`src/rtl/regbit_pkg.sv`:
```
package regbit_pkg;

    typedef enum logic [3:0] {
        BA_RW   = 4'd0,
        BA_RO   = 4'd1,
        BA_WO   = 4'd2,
        BA_W1C  = 4'd3,
        BA_WAC  = 4'd4,
        BA_RC   = 4'd5,
        BA_LH   = 4'd6,
        BA_LL   = 4'd7,
        BA_SC   = 4'd8,
        BA_SS   = 4'd9,
        BA_RSV  = 4'd10
    } bit_attr_e;

endpackage

```
`src/rtl/regbit_decode.sv`:
```
module regbit_decode #(
    parameter int NUM_REGS = 2,
    parameter int ADDR_W   = 1
) (
    input  logic [ADDR_W-1:0]   addr,
    input  logic                wr_en,
    input  logic                rd_en,
    output logic [NUM_REGS-1:0] wr_hit,
    output logic [NUM_REGS-1:0] rd_hit
);

    for (genvar r = 0; r < NUM_REGS; r++) begin : g_reg
        assign wr_hit[r] = wr_en && (addr == ADDR_W'(r));
        assign rd_hit[r] = rd_en && (addr == ADDR_W'(r));
    end

endmodule

```
`src/rtl/regbit_cell.sv`:
```
module regbit_cell
    import regbit_pkg::*;
#(
    parameter logic [3:0] ATTR = 4'd0
) (
    input  logic q,
    input  logic wr_hit,
    input  logic rd_hit,
    input  logic wbit,
    input  logic cond,
    input  logic set,
    output logic nxt,
    output logic view
);

    always_comb begin
        nxt  = q;
        view = q;
        case (bit_attr_e'(ATTR))
            BA_RW:  nxt = wr_hit ? wbit : q;
            BA_RO:  nxt = cond;
            BA_WO: begin
                nxt  = wr_hit ? wbit : q;
                view = 1'b0;
            end
            BA_W1C: nxt = set | (q & ~(wr_hit & wbit));
            BA_WAC: nxt = set | (q & ~wr_hit);
            BA_RC:  nxt = set | (q & ~rd_hit);
            BA_LH:  nxt = cond | (q & ~rd_hit);
            BA_LL:  nxt = cond & (q | rd_hit);
            BA_SC:  nxt = wr_hit & wbit;
            BA_SS:  nxt = ~(wr_hit & ~wbit);
            default: begin
                nxt  = 1'b0;
                view = 1'b0;
            end
        endcase
    end

endmodule

```
`src/rtl/regbit_rdmux.sv`:
```
module regbit_rdmux #(
    parameter int NUM_REGS = 2,
    parameter int REG_W    = 8,
    parameter int ADDR_W   = 1,
    localparam int NBITS   = NUM_REGS * REG_W
) (
    input  logic [ADDR_W-1:0] addr,
    input  logic [NBITS-1:0]  view,
    output logic [REG_W-1:0]  rdata
);

    always_comb begin
        rdata = '0;
        for (int r = 0; r < NUM_REGS; r++) begin
            if (addr == ADDR_W'(r)) begin
                rdata = view[r*REG_W +: REG_W];
            end
        end
    end

endmodule

```
`src/rtl/regbit_array.sv`:
```
module regbit_array #(
    parameter int NUM_REGS = 2,
    parameter int REG_W    = 8,
    parameter logic [NUM_REGS*REG_W*4-1:0] BIT_ATTR      = '0,
    parameter logic [NUM_REGS*REG_W-1:0]   RST_VAL       = '0,
    parameter logic [NUM_REGS*REG_W-1:0]   KEEP_ON_SWRST = '0,
    localparam int NBITS  = NUM_REGS * REG_W,
    localparam int ADDR_W = (NUM_REGS > 1) ? $clog2(NUM_REGS) : 1
) (
    input  logic              clk,
    input  logic              rst_n,
    input  logic              sw_rst,
    input  logic [ADDR_W-1:0] addr,
    input  logic              wr_en,
    input  logic [REG_W-1:0]  wdata,
    input  logic              rd_en,
    output logic [REG_W-1:0]  rdata,
    input  logic [NBITS-1:0]  hw_cond,
    input  logic [NBITS-1:0]  hw_set,
    output logic [NBITS-1:0]  bits_o
);

    typedef struct packed {
        logic [NBITS-1:0] bits;
    } array_state_t;

    array_state_t st_d, st_q;

    logic [NUM_REGS-1:0] wr_hit;
    logic [NUM_REGS-1:0] rd_hit;
    logic [NBITS-1:0]    func_nxt;
    logic [NBITS-1:0]    rd_view;

    regbit_decode #(
        .NUM_REGS (NUM_REGS),
        .ADDR_W   (ADDR_W)
    ) u_decode (
        .addr   (addr),
        .wr_en  (wr_en),
        .rd_en  (rd_en),
        .wr_hit (wr_hit),
        .rd_hit (rd_hit)
    );

    for (genvar i = 0; i < NBITS; i++) begin : g_bit
        localparam int         RI = i / REG_W;
        localparam int         BI = i % REG_W;
        localparam logic [3:0] A  = BIT_ATTR[4*i +: 4];

        regbit_cell #(
            .ATTR (A)
        ) u_cell (
            .q      (st_q.bits[i]),
            .wr_hit (wr_hit[RI]),
            .rd_hit (rd_hit[RI]),
            .wbit   (wdata[BI]),
            .cond   (hw_cond[i]),
            .set    (hw_set[i]),
            .nxt    (func_nxt[i]),
            .view   (rd_view[i])
        );
    end

    regbit_rdmux #(
        .NUM_REGS (NUM_REGS),
        .REG_W    (REG_W),
        .ADDR_W   (ADDR_W)
    ) u_rdmux (
        .addr  (addr),
        .view  (rd_view),
        .rdata (rdata)
    );

    always_comb begin
        st_d = st_q;
        if (sw_rst) begin
            st_d.bits = (func_nxt & KEEP_ON_SWRST) | (RST_VAL & ~KEEP_ON_SWRST);
        end else begin
            st_d.bits = func_nxt;
        end
    end

    always_ff @(posedge clk or negedge rst_n) begin
        if (!rst_n) begin
            st_q.bits <= RST_VAL;
        end else begin
            st_q <= st_d;
        end
    end

    assign bits_o = st_q.bits;

endmodule

```
`config.mk`:
```
export PLATFORM = sky130hd
export DESIGN_NAME = regbit_array
export DESIGN_NICKNAME = d
export VERILOG_FILES = /design/src/rtl/regbit_pkg.sv /design/src/rtl/regbit_decode.sv /design/src/rtl/regbit_cell.sv /design/src/rtl/regbit_rdmux.sv /design/src/rtl/regbit_array.sv
export SDC_FILE = /design/constraint.sdc
export NUM_CORES = 1
export LEC_CHECK = 0
export BUFFER_PORTS_ARGS = -buffer_cell sky130_fd_sc_hd__buf_2
export CORE_MARGIN = 2
export CORE_UTILIZATION = 35
export CTS_CLUSTER_SIZE = 28
export DETAILED_ROUTE_END_ITERATION = 7
export GPL_ROUTABILITY_DRIVEN = 0
export PLACE_DENSITY = 0.7
export SLEW_MARGIN = 5
export SYNTH_ARGS = -nofsm -noshare
export SYNTH_HDL_FRONTEND = slang
export SYNTH_SLANG_ARGS = --single-unit
```
`constraint.sdc`:
```
create_clock -name clk -period 0.9 [get_ports clk]
set_input_delay 0.18 -clock clk [delete_from_list [all_inputs] [get_ports clk]]
set_output_delay 0.18 -clock clk [all_outputs]
set_load 0.02 [all_outputs]
```
==> summary.txt, run 1 <==
Avg Cell Area, Syn: 11.3 um2
Post-Syn Area: 985 um2
Synth Instances: 87
Grt total ovfl: 0
Run status: complete, but fails checks
Clock Latency Late Sink: 0.28 ns
Crit path buf inv count: 1
Setup CP Type: reg2out
Final Cell Area: 1490 um2
Initial antenna violation count: 0
Placed cells: 150
Final max-slew violation count: 0
Worst hold path class: in2reg
Min Tclk post-route: 1.28 ns
Fin nets: 176
Unrepaired setup endpoints after global routing: yes
Comb power frac: 0.311
Share of layout cells above drive strength 1: 0.570
DR pass1 iterations: 4
Vert. Die Dim: 57.0 um
Final Skew: 0 ns
Crit-path slowest cell: dfrtp_1
Delay of the slowest critical-path stage: 0.41 ns
P_int: 1.20 mW
Fill cells: 251
Max reg flops: 16
Antenna Cells: 0
Sw frac: 0.284
MaxCap Viol Count: 0
Post-synthesis sequential area ratio: 0.407
Synth area leader: dfrtp_1
Critical path peak fanout: 2
DRC: 0
Post-synthesis net count: 133
Failing checks: negative setup slack
Least-Margin Pin Slew: 0.361 ns
DR vias/cell: 4.62
Rows: 19
Sequential Power Share: 0.463
Largest net degree at the start of global routing: 25
Slew headroom: 0.759
Wire per inst: 14.9 um
Vias in the first global route: 814
Maximum clock rate: 781 MHz
Final setup vio count: 25
Total Routing Usage GR: 0.152
Worst Path Arrival: 1.10 ns
Yosys top cell area share: 0.407
Clk buf depth: 2
Final worst path period share: 1.42
Worst setup SP type: flip-flop
Crit path required time: 0.72 ns
Pwr dens: 1120 nW/um2
Die area: 3250 um2
Final non-filler cell total: 159
Ys Warns: 0
CTS tree: built
IO Pins: 70
Fin. Hold Viols: 0
Peak supply drop: 1.02 mV
Pre-CTS setup slack: -0.226 ns
H-tree level count: 1
CP Cell Sequence: mux2_2 -> buf_6
Area after DPL: 1170 um2
Routed via count: 734
Min Hold Slack: 0.173 ns
Starting density of the core: 0.363
WL final: 2.37 mm
Power share of the clock group: 0.225
Synthesis-stage register bit count: 16
Critical path's top delay family: flip-flops
Leakage: 0.775 nW
Die width: 57.0 um
Post-route setup slack: -0.381 ns
Port bufs: 36
Clk sink count: 16
Clock Tree Root: clkbuf_4
CP Capture Type: output port
First-pass GRT wire length: 3.79 mm
Count of cell types in the netlist: 9
Clk slew on worst S/H paths: 0.09 ns
Area Overhead vs Synth: 51.7%
CORE AREA: 2710 um2
Sw Pwr: 0.476 mW
Pwr Total: 1.68 mW
CTS Buf Count: 3
Largest cells by area after synthesis: dfrtp_1, mux2i_1, nand2b_1
Iteration-0 DRC count of the detailed router: 3
Hpwl dp: 1.54 mm
Final ANT Viol Nets: 0
-- final timing paths --
| check | start | end | slack [ns] | depth (start not counted) |
|---|---|---|---|---|
| max in group asynchronous | rst_n | bits_o[1] | 0.28 | 2 |
| setup reg to reg | bits_o[1] | bits_o[1] | -0.01 | 4 |
| setup / recovery | bits_o[1] | rdata[1] | -0.38 | 2 |
| hold / removal | wdata[7] | bits_o[15] | 0.17 | 3 |
| hold reg to reg | bits_o[11] | bits_o[11] | 0.67 | 3 |
| min in group asynchronous | rst_n | bits_o[14] | 0.35 | 2 |
-- what timing repair did --
item                                    CTS  global route
gates resized for setup                  61            21
endpoints found under the hold margin    16             0
endpoints found under the setup margin   24            29
setup buffers                             5             9
gates cloned                              0             0
hold buffers                              1             0
-- cell usage after synthesis --
library cell  number
nand2b_1          24
clkbuf_1           2
and2_4             1
nand2b_4           1
mux2_2             8
buf_4             16
dfrtp_1           16
buf_6              3
mux2i_1           16
-- routing by layer --
layer / vias to the layer above / GRT usage / share of wire
met1: 362 / 0.190 / 0.40
met3: 0 / 0.0272 / 0.056
met5: - / 0 / 0
li1: 349 / - / -
met4: 0 / 0.0498 / 0
met2: 23 / 0.264 / 0.55
-- cells in the final DEF (no fill, tap or decap) --
cell type	synthesis	final
buf_6	3	43
nand2b_1	24	22
mux2i_1	16	16
dfrtp_1	16	16
buf_2	0	11
mux2_4	0	4
mux2_2	8	4
clkbuf_4	0	4
nand2b_4	1	3
buf_4	16	3
and2_4	1	1
dlygate4sd3_1	0	1
-- worst reg2reg max path: cells and delay by family, from the launching register on --
kind / cells / cell delay (ns)
flops: 1 / 0.41
buf+inv: 2 / 0.25
mux: 1 / 0.07
simple gates: 1 / 0.06
-- cell families (layout without fill, tap and decap cells) --
kind of cell           after synthesis  in the layout  synth area share
buffers and inverters               21             62             0.164
and+or+nand+nor                     26             26             0.175
DFF                                 16             16             0.407
muxes                               24             24             0.254
-- power groups by stage --
stage	Clock, mW	Sequential (mW)	Combinational [mW]
after detailed placement	0	0.785	0.381
after global placement	0	0.784	0.372
after global routing	0.425	0.782	0.560
after CTS	0.378	0.775	0.501
after floorplan	0	0.787	0.265
final	0.379	0.778	0.523
-- per-stage QoR --
stage,utilization,setup TNS [ns]
global placement,0.432,-4.45
detailed placement,0.432,-4.76
global route,0.551,-7.40
finish,0.551,-6.40
floorplan,-,0
CTS,0.531,-6.53
-- area by class of cell --
class,count,area [um2],share of cell area
repair buffers,59,579,0.388
multi-input cells,50,453,0.303
flip-flops and latches,16,400,0.268
well taps,31,38.8,0.0260
clock buffers,3,22.5,0.0151
No activity file was read; power rests on OpenSTA's default activity.
==> run 2: changes to the inputs <==
- CORE_MARGIN: 2 -> not set
==> run 2 against run 1 <==
Effect of this change:
- clock-buffer cell count up 1
- the flow still finishes with violations (negative setup slack)
- global-route usage grew 0.61 points
- critical endpoint unchanged
- setup slack better by 0.0031 ns
- largest power group unchanged
- via count shrank 1.8%
- fmax rose by 0.24%
- critical path type unchanged
==> summary.txt, run 2 (synthesis gave the netlist of run 1 again) <==
Hpwl dp: 1.44 mm (-6.5%)
Clock Latency Late Sink: 0.27 ns (about the same)
Worst setup SP type: flip-flop
Worst hold path class: in2reg
Final Skew: 0 ns (unchanged)
Share of layout cells above drive strength 1: 0.566 (-0.00442)
Peak supply drop: 0.853 mV (-16%)
Post-route setup slack: -0.378 ns (+0.00306 ns)
Pwr dens: 1170 nW/um2 (+4.3%)
Final non-filler cell total: 159 (unchanged)
Total Routing Usage GR: 0.158 (+0.00612)
Wire per inst: 13.9 um (-6.9%)
Setup CP Type: reg2out
CTS Buf Count: 3 (unchanged)
Vias in the first global route: 760 (-6.6%)
Vert. Die Dim: 55.0 um (-3.5%)
Area Overhead vs Synth: 52.6%
CTS tree: built
Finished Core Util: 0.585 (+0.0340)
Reg-to-reg slack, setup: 0.02 ns (+0.03 ns)
Final setup vio count: 24 (-4.0%)
DRC: 0 (unchanged)
Initial antenna violation count: 0 (unchanged)
Run status: complete, but fails checks
Iteration-0 DRC count of the detailed router: 9 (+6)
MaxCap Viol Count: 0 (unchanged)
Port bufs: 36 (unchanged)
Routed via count: 721 (-1.8%)
Antenna Cells: 0 (unchanged)
Worst Path Arrival: 1.10 ns (about the same)
Commonest cells after routing, fill and taps aside: buf_6, nand2b_1, mux2i_1, dfrtp_1, buf_2
First-pass GRT wire length: 3.33 mm (-12%)
Leakage: 0.780 nW (+0.56%)
Fin nets: 176 (unchanged)
Crit-path slowest cell: dfrtp_1
Largest net degree at the start of global routing: 25 (unchanged)
Final ANT Viol Nets: 0 (unchanged)
CORE AREA: 2570 um2 (-5.3%)
H-tree level count: 1 (unchanged)
WL final: 2.21 mm (-6.9%)
Unrepaired setup endpoints after global routing: yes
Commonest non-fill, non-tap cell in the layout: buf_6
Clk sink count: 16 (unchanged)
DR pass1 iterations: 3 (-1)
CP Cell Sequence: mux2_2 -> buf_6
DR vias/cell: 4.53 (-1.8%)
Maximum clock rate: 783 MHz (+0.24%)
Least-Margin Pin Slew: 0.361 ns (-0.000303 ns)
Clock Tree Root: clkbuf_4
Slew headroom: 0.759 (about the same)
Final worst path period share: 1.42 (-0.00340)
Failing checks: negative setup slack
Critical path peak fanout: 2 (unchanged)
Rows: 18 (-1)
CP Capture Type: output port
Final max-slew violation count: 0 (unchanged)
Max reg flops: 16 (unchanged)
Fill cells: 221 (-12%)
IO Pins: 70 (unchanged)
Clk slew on worst S/H paths: 0.09 ns (about the same)
Crit path required time: 0.72 ns (about the same)
Min Tclk post-route: 1.28 ns (-0.00306 ns)
Critical path's top delay family: flip-flops
Grt total ovfl: 0 (unchanged)
Die width: 55.0 um (-3.5%)
Clk buf depth: 2 (unchanged)
Fin. Hold Viols: 0 (unchanged)
Placed cells: 149 (-0.67%)
Die area: 3030 um2 (-6.9%)
Crit path buf inv count: 1 (unchanged)
Delay of the slowest critical-path stage: 0.41 ns (about the same)
Starting density of the core: 0.384 (+0.0202)
## run 2: area by class of cell
| type | count | area, um2 | area share |
|---|---|---|---|
| clock buffers | 4 | 36.3 | 0.0241 |
| flip-flops and latches | 16 | 400 | 0.266 |
| well taps | 30 | 37.5 | 0.0250 |
| repair buffers | 59 | 579 | 0.386 |
| multi-input cells | 50 | 449 | 0.299 |
## run 2: power by group
part,switching [mW],internal [mW],total [mW]
sequential,0.0261,0.753,0.779
clock,0.220,0.246,0.466
combinational,0.223,0.294,0.517
## run 2: repair_timing
action / 4_1_cts / 5_1_grt
cloned: 0 / 0
resized for setup: 64 / 15
endpoints found under the hold margin: 16 / 0
setup buffers: 5 / 11
hold buffers: 1 / 0
setup endpoints to repair: 24 / 26
## run 2: worst paths after layout
path	from	endpoint	depth (start not counted)
worst min-delay path	wdata[0]	bits_o[0]	3
worst min register to register	bits_o[8]	bits_o[8]	3
min in group asynchronous	rst_n	bits_o[5]	2
worst max-delay path	bits_o[1]	rdata[1]	2
worst max register to register	bits_o[9]	bits_o[9]	4
max in group asynchronous	rst_n	bits_o[2]	2
## run 2: layer usage
| metal | GRT usage | up-vias | share of wire |
|---|---|---|---|
| li1 | - | 350 | - |
| met1 | 0.193 | 346 | 0.43 |
| met2 | 0.287 | 23 | 0.53 |
| met3 | 0.0246 | 2 | 0.037 |
| met4 | 0.0375 | 0 | 0.0032 |
| met5 | 0 | - | 0 |
## run 2: per-stage QoR
stage | setup WS, ns | total power [mW] | setup TNS, ns | hold WS, ns | area [um2]
6_report | -0.378 | 1.76 | -6.28 | 0.168 | 1500
5_1_grt | -0.423 | 1.86 | -7.24 | 0.167 | 1500
4_1_cts | -0.381 | 1.76 | -6.54 | 0.154 | 1440
3_5_place_dp | -0.231 | 1.16 | -5.03 | 0.111 | 1170
3_3_place_gp | -0.212 | 1.15 | -4.17 | 0.107 | 1170
2_1_floorplan | 0.0404 | 1.05 | 0 | -0.116 | 985
## run 2: worst register-to-register path: cells and delay by family (launching register included)
family	cells	cell delay, ns
muxes	1	0.06
buffers and inverters	2	0.25
DFF	1	0.40
and+or+nand+nor	1	0.06
==> run 3: changes to the inputs <==
- PLACE_DENSITY: 0.7 -> 0.69
- SYNTH_HIERARCHICAL: not set -> 1
==> run 3 against run 2 <==
Effect of this change:
- the flow finishes with violations (design-rule violations, negative setup slack)
- final cell count shrank 5.0%
- total power decreased by 0.72%
- worst hold slack better by 0.059 ns
- fmax decreased by 0.28%
- clock skew unchanged
==> summary.txt, run 3 <==
Die width: 56.7 um (+3.1%)
Setup CP Type: reg2out
R2R Path End: bits_o[3]
MaxCap Viol Count: 0 (unchanged)
Hpwl dp: 1.45 mm (+0.65%)
CP Cell Sequence: mux2_4 -> buf_6
Peak supply drop: 0.521 mV (-39%)
Max reg flops: 16 (unchanged)
Worst Hold Path Cells: 3 (unchanged)
Post-route setup slack: -0.381 ns (-0.00358 ns)
Grt total ovfl: 0 (unchanged)
Reg-to-reg slack, setup: -0.25 ns (-0.27 ns)
Final Cell Area: 1580 um2 (+5.0%)
Clk slew on worst S/H paths: 0.10 ns (about the same)
Sw frac: 0.268 (+0.00185)
Antenna Cells: 0 (unchanged)
Final max-slew violation count: 0 (unchanged)
Die area: 3220 um2 (+6.3%)
Reg-to-Reg Start: bits_o[3]
P_int: 1.28 mW (-0.97%)
Crit path buf inv count: 1 (unchanged)
Final ANT Viol Nets: 0 (unchanged)
Worst hold path class: in2reg
Pre-CTS setup slack: -0.296 ns (-0.0651 ns)
CTS Buf Count: 3 (unchanged)
Run status: complete, but fails checks
Wire per inst: 13.9 um (+0.34%)
Final worst path period share: 1.42 (+0.00398)
Port bufs: 36 (unchanged)
Ys Warns: 6 (+6)
Hold path startpoint: sw_rst
CP Capture Type: output port
Min Tclk post-route: 1.28 ns (+0.00358 ns)
Leakage: 0.797 nW (+2.2%)
Register-to-Register Path Depth: 4 (unchanged)
CTS tree: built
Area Overhead vs Synth: 50.5%
Sequential Power Share: 0.446 (+0.004)
Routed via count: 687 (-4.7%)
Critical path peak fanout: 2 (unchanged)
Pwr dens: 1110 nW/um2 (-5.4%)
Critical path's top delay family: flip-flops
Worst setup SP type: flip-flop
Area after DPL: 1260 um2 (+8.1%)
Post-Syn Area: 1050 um2 (+6.5%)
Synth Instances: 76 (-13%)
Final setup vio count: 40 (+67%)
Delay of the slowest critical-path stage: 0.42 ns (about the same)
Clock Latency Late Sink: 0.27 ns (about the same)
Min Hold Slack: 0.226 ns (+0.0586 ns)
Vias in the first global route: 697 (-8.3%)
Maximum clock rate: 781 MHz (-0.28%)
Fin nets: 167 (-5.1%)
Clock Tree Root: clkbuf_4
Crit path required time: 0.72 ns (about the same)
Commonest non-fill, non-tap cell in the layout: buf_6
Least-Margin Pin Slew: 0.358 ns (-0.00257 ns)
Hold endpoint: bits_o[6]
Fin. Hold Viols: 0 (unchanged)
WL final: 2.10 mm (-4.7%)
Slew headroom: 0.761 (+0.00171)
Final Skew: 0 ns (unchanged)
Comb power frac: 0.331 (+0.038)
Crit-path slowest cell: dfrtp_2
Finished Core Util: 0.562 (-0.0228)
DRC: 6 (+6)
Fill cells: 244 (+10%)
Share of layout cells above drive strength 1: 0.942 (+0.376)
Clk sink count: 16 (unchanged)
Largest net degree at the start of global routing: 17 (-32%)
DR vias/cell: 4.55 (+0.33%)
Initial antenna violation count: 0 (unchanged)
Avg Cell Area, Syn: 13.8 um2 (+22%)
CORE AREA: 2810 um2 (+9.3%)
DR pass1 iterations: 6 (+3)
Commonest cells after routing, fill and taps aside: buf_6, mux2_4, buf_2
Rows: 19 (+1)
H-tree level count: 1 (unchanged)
Post-synthesis net count: 122 (-8.3%)
Iteration-0 DRC count of the detailed router: 16 (+7)
Unrepaired setup endpoints after global routing: yes
Power share of the clock group: 0.223 (-0.041)
Starting density of the core: 0.374 (-0.00975)
First-pass GRT wire length: 3.39 mm (+1.9%)
Pwr Total: 1.75 mW (-0.72%)
IO Pins: 70 (unchanged)
Total Routing Usage GR: 0.140 (-0.0173)
Clk buf depth: 2 (unchanged)
Worst Path Arrival: 1.10 ns (about the same)
Sw Pwr: 0.470 mW (about the same)
Failing checks: design-rule violations, negative setup slack
Vert. Die Dim: 56.7 um (+3.1%)
-- run 3: metrics by stage --
stage          cells  setup TNS [ns]
2_1_floorplan     76           -2.84
3_3_place_gp     132           -5.65
3_5_place_dp     132           -5.95
4_1_cts          148           -8.11
5_1_grt          151           -9.72
6_report         151           -8.34
-- run 3: what timing repair did --
action / in CTS / in global routing
hold endpoints to repair: 16 / 0
cloned: 0 / 0
resized for setup: 45 / 10
endpoints found under the setup margin: 40 / 40
buffers inserted: 11 / 6
pin swaps: 0 / 0
hold buffers: 1 / 0
-- run 3: worst reg2reg max path, cell delays in order, from the launching register on --
cell and delay [ns]:
dfrtp_2 0.42, buf_4 0.14, buf_6 0.11, mux2_4 0.26, nor2b_4 0.12
-- run 3: cell type report --
class | count | area, um2 | area share
sequential | 16 | 417 | 0.264
clock buffer | 4 | 26.3 | 0.0167
timing repair buffer | 58 | 538 | 0.341
tap | 31 | 38.8 | 0.0246
multi-input combinational | 42 | 558 | 0.354
-- run 3: power groups by stage --
stage               sequential, mW  clock, mW  combinational (mW)
floorplan                    0.838          0               0.302
global placement             0.795          0               0.440
detailed placement           0.797          0               0.447
CTS                          0.779      0.414               0.564
global route                 0.785      0.451               0.612
finish                       0.780      0.390               0.580
-- run 3: worst max-delay path by stage --
stage                   start         end  slack (ns)  depth (start not counted)
detailed placement       addr  bits_o[13]       -0.30                          4
global placement         addr  bits_o[13]       -0.27                          4
finish              bits_o[3]    rdata[3]       -0.38                          2
floorplan               wr_en   bits_o[0]       -0.17                          3
CTS                 bits_o[3]    rdata[3]       -0.39                          2
global route        bits_o[7]    rdata[7]       -0.42                          2
-- run 3: layer usage --
layer	global-route usage	part of all wire	vias to the layer above	routed length, um
met5	0	0	-	0
met1	0.183	0.45	340	944
met4	0.0523	0.010	0	21
li1	-	-	325	-
met2	0.228	0.50	20	1050
met3	0.0300	0.043	2	91
